[config.mk]
export PLATFORM = sky130hd
export DESIGN_NAME = alarm_irq_ctrl
export DESIGN_NICKNAME = d
export VERILOG_FILES = /design/src/rtl/alarm_irq_pkg.sv /design/src/rtl/alarm_slot.sv /design/src/rtl/irq_pulse_timer.sv /design/src/rtl/alarm_irq_ctrl.sv
export SDC_FILE = /design/constraint.sdc
export NUM_CORES = 1
export LEC_CHECK = 0
export BUFFER_PORTS_ARGS = -buffer_cell sky130_fd_sc_hd__buf_2
export CAP_MARGIN = 20
export CORE_ASPECT_RATIO = 1.1
export CORE_MARGIN = 5
export CORE_UTILIZATION = 35
export DETAILED_ROUTE_END_ITERATION = 8
export PLACE_DENSITY = 0.54
export SLEW_MARGIN = 30
export SYNTH_ARGS = -nofsm -noshare
export SYNTH_HDL_FRONTEND = slang
export SYNTH_SLANG_ARGS = --single-unit
[constraint.sdc]
create_clock -name clk -period 1.5 [get_ports clk]
set_input_delay 0.075 -clock clk [delete_from_list [all_inputs] [get_ports clk]]
set_output_delay 0.075 -clock clk [all_outputs]
set_load 0.05 [all_outputs]
[src/rtl/alarm_irq_pkg.sv]
package alarm_irq_pkg;

  localparam int unsigned NUM_ALARMS = 2;
  localparam int unsigned FSEL_W     = 2;
  localparam logic [FSEL_W-1:0] FSEL_ALARM_PIN = '0;

  // True when the frequency-select code leaves the pin to the alarms.
  function automatic logic pin_routed_to_alarm(input logic [FSEL_W-1:0] code);
    return code == FSEL_ALARM_PIN;
  endfunction

  // Next status flag value: a match outranks a read-clear.
  function automatic logic flag_next(input logic cur, input logic set,
                                     input logic clr);
    if (set)      return 1'b1;
    else if (clr) return 1'b0;
    else          return cur;
  endfunction

  // Counter width able to hold values 0 .. limit-1 (at least one bit).
  function automatic int unsigned cnt_width(input int unsigned limit);
    return (limit <= 2) ? 1 : $clog2(limit);
  endfunction

endpackage

[src/rtl/alarm_slot.sv]
module alarm_slot
  import alarm_irq_pkg::*;
(
  input  logic clk,
  input  logic rst_n,
  input  logic match_i,
  input  logic en_i,
  input  logic repeat_i,
  input  logic pin_ok_i,
  input  logic busy_i,
  input  logic rd_clr_i,
  output logic flag_o,
  output logic fire_o
);

  logic flag_q;
  logic armed_q;
  logic en_q;
  logic en_rise;

  assign en_rise = en_i & ~en_q;
  assign fire_o  = match_i & en_i & (repeat_i | armed_q) & pin_ok_i & ~busy_i;
  assign flag_o  = flag_q;

  always_ff @(posedge clk or negedge rst_n) begin
    if (!rst_n) begin
      flag_q  <= 1'b0;
      armed_q <= 1'b1;
      en_q    <= 1'b0;
    end else begin
      flag_q <= flag_next(flag_q, match_i, rd_clr_i);
      en_q   <= en_i;
      if (en_rise)
        armed_q <= 1'b1;
      else if (fire_o && !repeat_i)
        armed_q <= 1'b0;
    end
  end

  // a match always leaves the flag set, even against a clear.
  a_r1_match_sets_flag: assert property (@(posedge clk) disable iff (!rst_n)
    match_i |=> flag_o);

  // a clear without a match empties the flag.
  a_r2_clear_empties_flag: assert property (@(posedge clk) disable iff (!rst_n)
    (rd_clr_i && !match_i) |=> !flag_o);

  // a single-event fire cannot be followed by another fire unless re-armed.
  a_r7_single_event_spent: assert property (@(posedge clk) disable iff (!rst_n)
    (fire_o && !repeat_i && !en_rise) |=> !armed_q);

endmodule

[src/rtl/irq_pulse_timer.sv]
module irq_pulse_timer
  import alarm_irq_pkg::*;
#(
  parameter int unsigned PULSE_W = 25
) (
  input  logic clk,
  input  logic rst_n,
  input  logic trig_i,
  input  logic tick_i,
  input  logic kill_i,
  output logic active_o
);

  localparam int unsigned CW = cnt_width(PULSE_W);
  localparam logic [CW-1:0] LAST = CW'(PULSE_W - 1);

  logic          active_q;
  logic [CW-1:0] cnt_q;
  logic          last_tick;

  assign last_tick = active_q & tick_i & (cnt_q == LAST);
  assign active_o  = active_q;

  always_ff @(posedge clk or negedge rst_n) begin
    if (!rst_n) begin
      active_q <= 1'b0;
      cnt_q    <= '0;
    end else if (kill_i) begin
      active_q <= 1'b0;
      cnt_q    <= '0;
    end else if (!active_q) begin
      if (trig_i) begin
        active_q <= 1'b1;
        cnt_q    <= '0;
      end
    end else if (tick_i) begin
      if (last_tick) begin
        active_q <= 1'b0;
        cnt_q    <= '0;
      end else begin
        cnt_q <= cnt_q + 1'b1;
      end
    end
  end

  // the tick count never passes the programmed width.
  a_r4_count_in_range: assert property (@(posedge clk) disable iff (!rst_n)
    cnt_q <= LAST);

  // with no tick, a trigger during a pulse leaves the count alone.
  a_r5_no_restart: assert property (@(posedge clk) disable iff (!rst_n)
    (active_q && trig_i && !tick_i && !kill_i) |=> (active_q && $stable(cnt_q)));

  // a kill request ends the pulse on the next cycle.
  a_r9_kill_ends_pulse: assert property (@(posedge clk) disable iff (!rst_n)
    kill_i |=> !active_q);

endmodule

[src/rtl/alarm_irq_ctrl.sv]
module alarm_irq_ctrl
  import alarm_irq_pkg::*;
#(
  parameter int unsigned PULSE_W = 25
) (
  input  logic                  clk,
  input  logic                  rst_n,
  input  logic [NUM_ALARMS-1:0] match_i,
  input  logic [NUM_ALARMS-1:0] irq_en_i,
  input  logic                  repeat_mode_i,
  input  logic [FSEL_W-1:0]     freq_sel_i,
  input  logic                  ms_tick_i,
  input  logic                  rd_clr_i,
  output logic [NUM_ALARMS-1:0] status_o,
  output logic                  irq_n_o
);

  logic                  pin_ok;
  logic                  pulse_active;
  logic [NUM_ALARMS-1:0] fire_vec;
  logic                  any_fire;

  assign pin_ok   = pin_routed_to_alarm(freq_sel_i);
  assign any_fire = |fire_vec;

  for (genvar g = 0; g < NUM_ALARMS; g++) begin : g_slot
    alarm_slot i_slot (
      .clk      (clk),
      .rst_n    (rst_n),
      .match_i  (match_i[g]),
      .en_i     (irq_en_i[g]),
      .repeat_i (repeat_mode_i),
      .pin_ok_i (pin_ok),
      .busy_i   (pulse_active),
      .rd_clr_i (rd_clr_i),
      .flag_o   (status_o[g]),
      .fire_o   (fire_vec[g])
    );
  end

  irq_pulse_timer #(.PULSE_W(PULSE_W)) i_timer (
    .clk      (clk),
    .rst_n    (rst_n),
    .trig_i   (any_fire),
    .tick_i   (ms_tick_i),
    .kill_i   (~pin_ok),
    .active_o (pulse_active)
  );

  assign irq_n_o = ~pulse_active;

  // the pin only falls after an enabled match with the pin routed.
  a_r4_fall_needs_enabled_match: assert property (@(posedge clk) disable iff (!rst_n)
    $fell(irq_n_o) |-> $past(|(match_i & irq_en_i) && pin_ok));

  // with a nonzero frequency code the pin is high on the next cycle.
  a_r9_pin_released: assert property (@(posedge clk) disable iff (!rst_n)
    !pin_ok |=> irq_n_o);

endmodule

==> results.md <==
- Worst Reg-to-Reg Cells: 6
- Total Neg Setup Slack: 0 ns
- Port buffer count: 13
- Crit end category: register
- Final critical-path share of the clock period: 0.941
- Starting density of the core: 0.365
- Clock Sink Count: 12
- Synth area leader: dfrtp_1
- Row count: 16
- Detail Route Antenna Nets: 0
- Min Tclk post-route: approximately 1.4 ns
- CTS tree: done
- Worst-path fanout max: 4
- Final wirelength: 1.30 mm
- Grt total ovfl: 0
- Yosys top cell area share: 0.385
- Via count: around 510
- Drt pass-1 iters: 3
- Worst skew pair latency: 0.27 ns
- GP Congestion: about 0.79
- Largest net degree at the start of global routing: 13
- CP Depth: 6
- Most common cell after layout, fill and taps aside: buf_2
- Mapped Cells: 61
- Critical Path RT: between 1.5 and 2 ns
- Slew margin rel.: 0.792
- Min-delay worst type: input pin to register
- Area growth, synth to finish: 25.2%
- Cts bufs inserted: 3
- Nets: 96
- R2R setup slack: 0.09 ns
- Syn_area_per_cell: 10.7 sq um
- Final Hold Vio Count: 0
- Chip Height: between 50 and 60 um
- Max Buffers Root-to-Sink: 2
- I/O pin total: 14
- Most frequent cells in the layout: buf_2 (13), dfrtp_1 (10), inv_1 (8)
- Final Cell Area: 815 sq um
- Synth Register Bits: 12
- Top cells by area, synth: dfrtp_1 (38%), dfstp_2 (8.1%), inv_1 (4.6%)
- Die Area: roughly 0.0028 sq mm
- DP Area: 738 sq um
- CP Cell Sequence: inv_1, ha_1, and4b_1, a21oi_4, nand2_1, o22ai_1
- F_max: approximately 710 MHz
- # DRC: 0
- Family with the most delay on the worst path: compound AO/OA/AOI/OAI gates
- Worst slew pin tran: between 0.3 and 0.4 ns
- Buf/Inv on CP: 1
- # Max-Cap Violations: 0
- Clock skew: 0.00400 ns
- Peak VDD IR: roughly 0.35 mV
- CTS resizes: 0
- Antenna cell count: 0
- DIE WIDTH: a little over 50 um
- Vias in the first global route: 528
- Leak: 0.374 nW
- Core Area: between 0.0015 and 0.002 sq mm
- Hpwl dp: 996 um
- Clock Tree Root: clkbuf_4
- Synth unique cells: 26
- RSZ-0062 raised after global routing: no
- Status: complete, no violations
- Syn Std Cell Area: about 650 sq um
- Hold path depth: 2
- Synth warn: 0
- Initial antenna violation count: 0
- Routed len/inst: between 10 and 15 um
- Clock-pin slew on the worst setup and hold paths: 0.08 ns
- Crit path DAT: 1.61 ns
- Power Dens Cells: a little under 900 mW/mm^2
- First-pass GRT wire length: around 2.2 mm
- Crit Path Category: register to register
- Post-synthesis sequential area ratio: 0.465
- Fin. max-slew vios: 0
- Total Routing Usage GR: 0.0995
- Worst setup SP type: register
- Final Setup Violations: 0
- DR iter-0 viols: 4
- CP max stage cell: dfrtp_1
- Post CTS Setup Buffer Count: 0
- Syn_nets: 74
- Share of layout cells above drive strength 1: 0.341
- Htree depth: 1
- CP peak stage delay: 0.36 ns
- Via density per instance: between 5 and 6
[power by group]
part | switching, mW | total (mW) | internal (mW)
Combinational | 0.0602 | 0.102 | 0.0422
Sequential | 0.00543 | 0.343 | 0.338
Clock | 0.115 | 0.262 | 0.148
[repair_timing]
action                                  4_1_cts  5_1_grt
hold buffers                                  4        0
endpoints found under the setup margin        0        4
endpoints found under the hold margin        15        0
[path summary, 6_finish.rpt]
path                                                 start                                   end
min in group asynchronous                            rst_n          i_timer.cnt_q[1]$_DFFE_PN0P_
setup / recovery              i_timer.cnt_q[0]$_DFFE_PN0P_          i_timer.cnt_q[4]$_DFFE_PN0P_
setup reg to reg              i_timer.cnt_q[0]$_DFFE_PN0P_          i_timer.cnt_q[4]$_DFFE_PN0P_
hold reg to reg            g_slot[0].i_slot.en_q$_DFF_PN0_  g_slot[0].i_slot.armed_q$_DFFE_PN1P_
hold / removal                                  match_i[0]   g_slot[0].i_slot.flag_o$_DFFE_PN0P_
max in group asynchronous                            rst_n  g_slot[0].i_slot.armed_q$_DFFE_PN1P_
[Yosys cell counts]
library cell  number
nor3_1             1
and4b_1            1
nand2_1            5
nand2b_1           3
o31ai_1            1
o211a_1            2
inv_1              8
o21ai_0            4
mux2_2             1
o32ai_4            1
dfrtp_1           10
ha_1               2
or3_4              1
a21oi_4            1
a21o_1             3
or3b_4             1
buf_4              2
o22ai_1            1
or2_2              1
dfstp_2            2
o21ai_1            3
nand4_1            1
a211oi_1           1
a21oi_2            1
o2bb2ai_1          2
nand3_1            2
[sequential cells by signal, indices dropped and copies added (netlist names)]
| signal | cells |
|---|---|
| i_timer.cnt_q | 5 |
| g_slot.i_slot.armed_q | 2 |
| g_slot.i_slot.en_q | 2 |
| g_slot.i_slot.flag_o | 2 |
| i_timer.active_o | 1 |
[through the flow]
stage	power [mW]	util	instances	hold slack, ns	setup slack, ns
finish	0.708	0.457	100	0.00730	0.0881
global route	0.741	0.457	100	0.0163	0.00890
CTS	0.719	0.457	100	0.00244	0.0421
floorplan	0.412	-	61	-0.221	0.143
detailed placement	0.446	0.414	92	-0.0287	0.0672
global placement	0.445	0.414	92	-0.0325	0.0730
[layer usage]
layer | part of all wire | global-route usage
met3 | 0.055 | 0.0215
met5 | 0 | 0
met2 | 0.43 | 0.160
met4 | 0.022 | 0.0577
met1 | 0.49 | 0.119
[cell families after synthesis]
group,count (synthesis),synth area share
buffers and inverters,10,0.0692
muxes,1,0.0173
DFF,12,0.465
AOI/OAI and AO/OA,20,0.260
and+or+nand+nor,16,0.150
adders and majority gates,2,0.0385
[cell type report]
| cell class | instances | area, sq um |
|---|---|---|
| inverters | 8 | 30.0 |
| clock buffers | 4 | 36.3 |
| fillers | 183 | 967 |
| flip-flops and latches | 12 | 303 |
| well taps | 18 | 22.5 |
| repair buffers | 19 | 120 |
| multi-input cells | 39 | 303 |
Power figures use the tool's default switching activity.
